`src/rtl/slot_seq_pkg.sv`:
```
package slot_seq_pkg;
  typedef enum logic [1:0] {
    KIND_INSN = 2'd0,
    KIND_LIT  = 2'd1,
    KIND_DATA = 2'd2
  } mem_kind_e;
endpackage

```
`src/rtl/slot_seq_port.sv`:
```
// Memory port arbitration: the current slot's own access wins; otherwise
// an instruction prefetch is requested whenever the buffer is empty.
module slot_seq_port
  import slot_seq_pkg::*;
#(
  parameter int SW = 5,
  parameter int AW = 16
) (
  input  logic          ir_valid,
  input  logic [SW-1:0] cur_op,
  input  logic          pf_full,
  input  logic [AW-1:0] pc,
  input  logic [AW-1:0] data_addr,
  output logic          mem_req,
  output logic [1:0]    mem_kind,
  output logic [AW-1:0] mem_addr,
  output logic          pf_req,
  output logic [AW-1:0] base_pc
);
  // Address of the word after the current one, undoing a finished prefetch.
  function automatic logic [AW-1:0] rewind(input logic [AW-1:0] p, input logic full);
    return p - AW'(full);
  endfunction

  logic cur_ctl, own_mem, is_lit;

  assign cur_ctl = ir_valid & cur_op[SW-1];
  assign own_mem = cur_ctl & ~cur_op[SW-2];
  assign is_lit  = (cur_op[SW-2:0] == '0);
  assign pf_req  = ~pf_full & ~cur_ctl;
  assign base_pc = rewind(pc, pf_full);

  always_comb begin
    mem_req  = own_mem | pf_req;
    mem_kind = KIND_INSN;
    mem_addr = pc;
    if (own_mem) begin
      mem_kind = is_lit ? KIND_LIT : KIND_DATA;
      mem_addr = is_lit ? base_pc : data_addr;
    end
  end
endmodule

```
`src/rtl/slot_seq_core.sv`:
```
// Instruction register, slot pointer, one-word prefetch buffer and PC.
module slot_seq_core #(
  parameter int SW = 5,
  parameter int NS = 4,
  parameter int AW = 16,
  localparam int IW = (NS > 1) ? $clog2(NS) : 1,
  localparam int WW = SW * NS
) (
  input  logic          clk,
  input  logic          rst_n,
  input  logic          mem_ack,
  input  logic [WW-1:0] mem_rdata,
  input  logic          pf_req,
  input  logic [AW-1:0] base_pc,
  input  logic          xfer_take,
  input  logic [AW-1:0] xfer_target,
  output logic [SW-1:0] cur_op,
  output logic [IW-1:0] slot,
  output logic          ir_valid,
  output logic          pf_full,
  output logic [AW-1:0] pc,
  output logic          issue,
  output logic          pf_done
);
  logic [WW-1:0] ir, pf_buf;

  function automatic logic [SW-1:0] slot_field(input logic [WW-1:0] w, input logic [IW-1:0] i);
    return w[(WW-1) - (int'(i) * SW) -: SW];
  endfunction

  function automatic logic [AW-1:0] ctl_pc(input logic take, input logic lit,
                                           input logic [AW-1:0] tgt, input logic [AW-1:0] base);
    return take ? tgt : base + AW'(lit);
  endfunction

  logic cur_ctl, is_xfer, is_lit, last, taken, word_done, load_buf, ir_free;

  assign cur_op    = slot_field(ir, slot);
  assign cur_ctl   = ir_valid & cur_op[SW-1];
  assign is_xfer   = cur_ctl & cur_op[SW-2];
  assign is_lit    = cur_ctl & (cur_op[SW-2:0] == '0);
  assign issue     = ir_valid & (~cur_op[SW-1] | cur_op[SW-2] | mem_ack);
  assign last      = (slot == IW'(NS - 1));
  assign taken     = issue & is_xfer & xfer_take;
  assign word_done = issue & (last | taken);
  assign pf_done   = pf_req & mem_ack;
  assign load_buf  = word_done & ~taken & pf_full & ~cur_ctl;
  assign ir_free   = ~ir_valid | word_done;

  always_ff @(posedge clk or negedge rst_n) begin
    if (!rst_n) begin
      ir       <= '0;
      slot     <= '0;
      ir_valid <= 1'b0;
    end else if (load_buf) begin
      ir   <= pf_buf;
      slot <= '0;
    end else if (pf_done && ir_free) begin
      ir       <= mem_rdata;
      slot     <= '0;
      ir_valid <= 1'b1;
    end else if (word_done) begin
      ir_valid <= 1'b0;
    end else if (issue) begin
      slot <= slot + IW'(1);
    end
  end

  always_ff @(posedge clk or negedge rst_n) begin
    if (!rst_n) begin
      pf_buf  <= '0;
      pf_full <= 1'b0;
    end else if (pf_done && !ir_free) begin
      pf_buf  <= mem_rdata;
      pf_full <= 1'b1;
    end else if (load_buf || (issue && cur_ctl)) begin
      pf_full <= 1'b0;
    end
  end

  always_ff @(posedge clk or negedge rst_n) begin
    if (!rst_n) pc <= '0;
    else if (issue && cur_ctl) pc <= ctl_pc(taken, is_lit, xfer_target, base_pc);
    else if (pf_done) pc <= pc + AW'(1);
  end
endmodule

```
`src/rtl/slot_sequencer.sv`:
```
module slot_sequencer #(
  parameter int SW = 5,
  parameter int NS = 4,
  parameter int AW = 16,
  localparam int IW = (NS > 1) ? $clog2(NS) : 1,
  localparam int WW = SW * NS
) (
  input  logic          clk,
  input  logic          rst_n,
  output logic          mem_req,
  output logic [1:0]    mem_kind,
  output logic [AW-1:0] mem_addr,
  input  logic          mem_ack,
  input  logic [WW-1:0] mem_rdata,
  input  logic [AW-1:0] data_addr,
  input  logic          xfer_take,
  input  logic [AW-1:0] xfer_target,
  output logic          op_valid,
  output logic [SW-1:0] op_code,
  output logic [IW-1:0] op_slot
);
  // Named internal events and state, visible to the bound checker.
  logic          ev_issue, ev_pf_done, ev_pf_req;
  logic          st_ir_valid, st_pf_full;
  logic [AW-1:0] st_pc, base_pc;
  logic [SW-1:0] cur_op;
  logic [IW-1:0] cur_slot;

  slot_seq_port #(.SW(SW), .AW(AW)) u_port (
    .ir_valid (st_ir_valid),
    .cur_op   (cur_op),
    .pf_full  (st_pf_full),
    .pc       (st_pc),
    .data_addr(data_addr),
    .mem_req  (mem_req),
    .mem_kind (mem_kind),
    .mem_addr (mem_addr),
    .pf_req   (ev_pf_req),
    .base_pc  (base_pc)
  );

  slot_seq_core #(.SW(SW), .NS(NS), .AW(AW)) u_core (
    .clk        (clk),
    .rst_n      (rst_n),
    .mem_ack    (mem_ack),
    .mem_rdata  (mem_rdata),
    .pf_req     (ev_pf_req),
    .base_pc    (base_pc),
    .xfer_take  (xfer_take),
    .xfer_target(xfer_target),
    .cur_op     (cur_op),
    .slot       (cur_slot),
    .ir_valid   (st_ir_valid),
    .pf_full    (st_pf_full),
    .pc         (st_pc),
    .issue      (ev_issue),
    .pf_done    (ev_pf_done)
  );

  assign op_valid = ev_issue;
  assign op_code  = cur_op;
  assign op_slot  = cur_slot;
endmodule

```
`config.mk`:
```
export PLATFORM = sky130hd
export DESIGN_NAME = slot_sequencer
export DESIGN_NICKNAME = d
export VERILOG_FILES = /design/src/rtl/slot_seq_pkg.sv /design/src/rtl/slot_seq_port.sv /design/src/rtl/slot_seq_core.sv /design/src/rtl/slot_sequencer.sv
export SDC_FILE = /design/constraint.sdc
export NUM_CORES = 1
export LEC_CHECK = 0
export ABC_CLOCK_PERIOD_IN_PS = 7600
export BUFFER_PORTS_ARGS = -buffer_cell sky130_fd_sc_hd__buf_2
export CAP_MARGIN = 40
export CORE_ASPECT_RATIO = 0.8
export CORE_UTILIZATION = 55
export CTS_BUF_LIST = sky130_fd_sc_hd__clkbuf_4
export CTS_CLUSTER_DIAMETER = 120
export DETAILED_ROUTE_END_ITERATION = 10
export PLACE_DENSITY_LB_ADDON = 0.25
export SYNTH_ARGS = -nofsm -noshare
export SYNTH_HDL_FRONTEND = slang
export SYNTH_HIERARCHICAL = 1
export SYNTH_SLANG_ARGS = --single-unit
```
`constraint.sdc`:
```
create_clock -name clk -period 7.6 [get_ports clk]
set_input_delay 0.38 -clock clk [delete_from_list [all_inputs] [get_ports clk]]
set_output_delay 0.38 -clock clk [all_outputs]
set_load 0.03 [all_outputs]
```
### Word-level counts from Yosys, hierarchy flattened

Index checks and enable logic that the tools add are counted.

| word-level totals | value |
|---|---|
| bits in registers | 60 |
| bits of input ports | 56 |
| output and inout port bits | 27 |

| operators by class | value |
|---|---|
| $add $sub $neg | 5 |
| $mul | 1 |
| eq/ne operators | 2 |
| shift-type cells | 1 |
| mux-type cells | 17 |
| bitwise gates (word level) | 25 |
| reduce and logical (&&, ||, !) cells | 13 |

Operators with widths:

| operator | count |
|---|---|
| 16-bit 2-to-1 mux | 5 |
| 20-bit 2-to-1 mux | 2 |
| 24-bit by 32-bit variable part select with 5-bit output | 1 |
| 6-bit by 32-bit subtractor with 32-bit output, first input constant | 1 |
| 16-bit by 1-bit adder with 16-bit output | 1 |
| 16-bit by 1-bit adder with 16-bit output, second input constant | 1 |
| 16-bit by 1-bit subtractor with 16-bit output | 1 |
| 1-bit bitwise AND | 13 |
| 2-bit 2-to-1 mux | 6 |
| 2-bit nonzero test | 4 |
| 1-bit inverter | 7 |
| 2-bit by 3-bit multiplier with 5-bit output, second input constant | 1 |
| 1-bit OR | 5 |
| 4-bit logical NOT | 1 |
| 1-bit 2-to-1 mux | 4 |
| 2-bit AND reduction | 2 |
| 1-bit logical AND | 3 |
| 3-bit != test, second input constant | 1 |
| 3-bit nonzero test | 1 |
| 2-bit by 1-bit adder with 2-bit output, second input constant | 1 |
| 2-bit == test, second input constant | 1 |
| 1-bit logical NOT | 1 |
| 1-bit logical OR | 1 |

### Logic depth before layout (Yosys ltp)

| logic depth | value |
|---|---|
| depth in word-level cells | 17 |
| mapped depth | 21 |
| gate-level depth less buffers | 16 |

### By module

The synthesis kept the hierarchy.

Modules (own cells, without submodules):

| module | times used | cells each | area an instance (µm²) |
|---|---|---|---|
| slot_seq_core | 1 | 438 | 4077.7 |
| slot_seq_port | 1 | 122 | 793.3 |

### Worst setup path before layout

No wires, ideal clock.

| path | value |
|---|---|
| path kind | register to output |
| start point | reg u_core.slot[1] |
| end point | out mem_addr[2] |
| arrival time | 5059 ps |
| data required time | 7220 ps |
| path slack | 2161 ps |
| stages on the path, launching flop included | 19 |
| path through | dfrtp_1 clkbuf_1 buf_1 clkinv_1 ha_1 clkbuf_1 clkbuf_1 inv_1 a21o_1 nor2_1 a31oi_1 o21ai_0 or4_4 buf_6 nor2b_1 clkbuf_1 clkbuf_1 nand2_1 o211ai_1 |

| on the way | value |
|---|---|
| cells in the longest elaborated chain, start to end | 6 |

Ends and longest elaborated chain:

| element | RTL line | source |
|---|---|---|
| start, declared | slot_seq_core.sv:18 | `output logic [IW-1:0] slot,` |
| start signal, assigned | slot_seq_core.sv:65 | `slot <= slot + IW'(1);` |
| 2-bit by 3-bit multiplier with 5-bit output | slot_seq_core.sv:28 | `return w[(WW-1) - (int'(i) * SW) -: SW];` |
| 6-bit by 32-bit subtractor with 32-bit output | slot_seq_core.sv:28 |  |
| 24-bit by 32-bit variable part select with 5-bit output | slot_seq_core.sv:28 |  |
| net op_code[0] | slot_sequencer.sv:19 | `output logic [SW-1:0] op_code,` |
| 4-bit logical NOT | slot_seq_port.sv:29 | `assign is_lit = (cur_op[SW-2:0] == '0);` |
| 16-bit 2-to-1 mux | slot_seq_port.sv:39 | `mem_addr = is_lit ? base_pc : data_addr;` |
| 16-bit 2-to-1 mux | slot_seq_port.sv:37 | `if (own_mem) begin` |
| end, declared | slot_sequencer.sv:12 | `output logic [AW-1:0] mem_addr,` |

The timed path passes the listed nets, and every way through them passes these cells.

### Final worst setup path

| path | value |
|---|---|
| start point | reg u_core.slot[1] |
| end point | out mem_addr[4] |

| on the way | value |
|---|---|
| cells in the longest elaborated chain, start to end | 6 |

Ends and longest elaborated chain:

| element | RTL line |
|---|---|
| 2-bit by 3-bit multiplier with 5-bit output * | slot_seq_core.sv:28 |
| 6-bit by 32-bit subtractor with 32-bit output * | slot_seq_core.sv:28 |
| 24-bit by 32-bit variable part select with 5-bit output * | slot_seq_core.sv:28 |
| 4-bit logical NOT, or another cell as far along | slot_seq_port.sv:29 |
| 16-bit 2-to-1 mux / 1-bit bitwise AND (equally long branches) | slot_seq_port.sv:39, slot_seq_port.sv:28 |
| 16-bit 2-to-1 mux * | slot_seq_port.sv:37 |

Mark *: on every way between the ends. The rest lies on a longest branch, timed or not.

==> flow_metrics.env <==
export IMPL_final_layout_size_suffix_gt1_frac=0.232
export IMPL_grt_max_degree=61
export IMPL_ctsResizeCount=0
export IMPL_cts_root_buffer="clkbuf_4"
export IMPL_syn_area_mm2=0.00487
export IMPL_wl_per_cell_um=18.6
export IMPL_status="finished, final reports clean"
export IMPL_ys_ff_latch=60
export IMPL_setup_viol=0
export IMPL_fp_dieH_um=86.2
export IMPL_hold_viol=0
export IMPL_crit_type="flop to output pin"
export IMPL_syn_area_per_cell_um2=8.70
export IMPL_track_usage=0.304
export IMPL_vias=4725
export IMPL_port_buffers=82
export IMPL_first_global_vias=4221
export IMPL_fmax_mhz=174
export IMPL_synth_cells=560
export IMPL_max_slew_margin=0.433
export IMPL_fin_crit_sh=0.756
export IMPL_mostFrequentLayoutCells="buf_2, dfrtp_1, nand2_1, nor2_1, nand3_1"
export IMPL_row_count=30
export IMPL_crit_path_end_kind="output pin"
export IMPL_syn_to_final_growth_pct=13.3
export IMPL_layout_setup_ws_ns=1.85
export IMPL_fin_setup_tns_ns=0
export IMPL_drt_iter0_drc=425
export IMPL_worstMarginPinSlew_ns=0.850
export IMPL_min_period_ns=5.75
export IMPL_arrival_ns=5.37
export IMPL_ant_nets=0
export IMPL_layout_commonest_cell="buf_2"
export IMPL_path_clk_slew_ns=0.11
export IMPL_ff2ff_path_depth=16
export IMPL_synth_cell_type_count=71
export IMPL_cap_viol_max_count=0
export IMPL_clkLatencyLatePin_ns=0.44
export IMPL_cp_required_ns=7.22
export IMPL_io_pins=83
export IMPL_nets=683
export IMPL_startpoint_type="flop"
export IMPL_crit_start="u_core/slot[1]"
export IMPL_synthArstFlopShare=1.00
export IMPL_fillers=733
export IMPL_synth_nets=623
export IMPL_cts_made_buffers=9
export IMPL_ys_seq_area_frac=0.308
export IMPL_crit_fanout=21
export IMPL_cp_endpoint="mem_addr[4]"
export IMPL_yosysTopAreaCell="dfrtp_1"
export IMPL_hold_path_class="input port to async pin"
export IMPL_overflow=0
export IMPL_yosys_top_cells_area="dfrtp_1, mux2_4, nand2_1"
export IMPL_drt_wl_total_mm=13.7
export IMPL_antenna_found_initial=0
export IMPL_worstReg2RegStart="u_core/slot[1]"
export IMPL_grt_pass1_wl_mm=21.7
export IMPL_post_cts_buffers=0
export IMPL_rr_endpoint="u_core/pc[14]"
export IMPL_clock_sinks=60
export IMPL_cts_max_path_buffers=2
export IMPL_hpwl_mm=10.0
export IMPL_ys_warn_count=6
export IMPL_drc=0
export IMPL_die_area_mm2=0.00924
export IMPL_start_util=0.572
export IMPL_num_antenna_cells=0
export IMPL_place_worst_setup_slack_ns=2.40
export IMPL_core_region_area_mm2=0.00852
export IMPL_finalMaxSlewViolations=0
export IMPL_yosys_area_top_type_share=0.308
export IMPL_regToRegSetupSlack_ns=2.34
export IMPL_cts_max_level=3
export IMPL_place_congestion=0.929
export IMPL_synth_ff_type="dfrtp_1"
export IMPL_drt_pass1_iter_count=8
export IMPL_viasPerCell=6.41
export IMPL_fp_dieW_um=107
export IMPL_skew_ns=0.0171
export IMPL_synth_edf_count=0
export IMPL_rsz0062_at_grt="no"
export IMPL_cts_tree="built"
export IMPL_cts_hold_buf=0
[Yosys cell counts, types with 3 or more instances]
library cell,n
buf_6,6
or3b_1,3
or3_1,5
nor3_1,17
o22ai_1,13
nor2b_1,4
a21oi_1,9
a31oi_1,25
buf_2,8
o21ai_0,11
xnor2_1,24
mux4_2,3
mux2i_1,17
mux2_1,5
a32oi_1,3
nand3_1,40
nand2_1,56
inv_1,17
nand4_1,10
a21o_1,5
o211ai_1,27
nor2_1,43
and3_1,4
ha_1,7
clkbuf_1,23
nor4_1,4
xor2_1,14
and4_1,4
o21ai_1,11
a221o_1,8
and2_1,3
buf_1,3
a22oi_1,5
buf_4,3
mux2_4,16
dfrtp_1,60
[through the flow]
step | hold WS [ns] | instances | util | cell area [um2]
floorplan | 0.0844 | 560 | - | 4870
global placement | 0.471 | 715 | 0.613 | 5220
detailed placement | 0.480 | 721 | 0.625 | 5330
CTS | 0.106 | 737 | 0.648 | 5520
global route | 0.143 | 737 | 0.648 | 5520
finish | 0.0850 | 737 | 0.648 | 5520
[how the worst min path moves through the flow]
stage	startpoint	endpoint
6_report	rst_n	u_core/pf_buf[12]
5_1_grt	rst_n	u_core/pf_buf[1]
2_1_floorplan	rst_n	u_core/ir[0]
3_3_place_gp	u_core/pf_buf[15]	u_core/pf_buf[15]
4_1_cts	rst_n	u_core/pf_buf[0]
3_5_place_dp	u_core/pf_buf[9]	u_core/pf_buf[9]
[kinds of logic (layout without fill, tap and decap cells)]
| family | after synthesis | after routing | synth area share |
|---|---|---|---|
| and+or+nand+nor | 213 | 213 | 0.223 |
| AOI/OAI and AO/OA | 138 | 138 | 0.207 |
| buffers and inverters | 61 | 126 | 0.0606 |
| DFF | 60 | 60 | 0.308 |
| muxes | 43 | 43 | 0.114 |
| xor gates and xnor gates | 38 | 38 | 0.0683 |
| adders and majority gates | 7 | 7 | 0.0180 |
[worst max-delay path, cell delays in order, from the launching register on]
cell and delay, ns:
dfrtp_1 0.75, clkinv_1 0.38, ha_1 0.78, mux4_2 0.39, or2_1 0.26, nand2_1 0.13, nand2_1 0.19, or4_4 0.58
or2_0 0.51, inv_1 0.39, nand2_1 0.12, o211ai_1 0.21, buf_2 0.23
[state kept, by name, summed over array words and instances (netlist names)]
register	count
u_core/pf_full	1
u_core/pc	16
u_core/ir	20
u_core/slot	2
u_core/ir_valid	1
u_core/pf_buf	20
[routing by layer]
metal	track usage	up-vias	wire (um)
met3	0.0744	19	1310
li1	-	2206	-
met1	0.480	2272	6730
met2	0.408	228	5490
met5	0	-	0
met4	0.0710	0	155
[area by class of cell]
cell class / count / area [um2] / area share
multi-input cells: 439 / 3070 / 0.557
flip-flops and latches: 60 / 1500 / 0.272
repair buffers: 92 / 544 / 0.0986
well taps: 112 / 140 / 0.0254
clock inverters: 7 / 123 / 0.0222
clock buffers: 9 / 67.6 / 0.0122
inverters: 18 / 67.6 / 0.0122
Power is left out: the tool's default activity adds up to more than one toggle a clock period on the data nets, which glitch-free logic cannot reach.
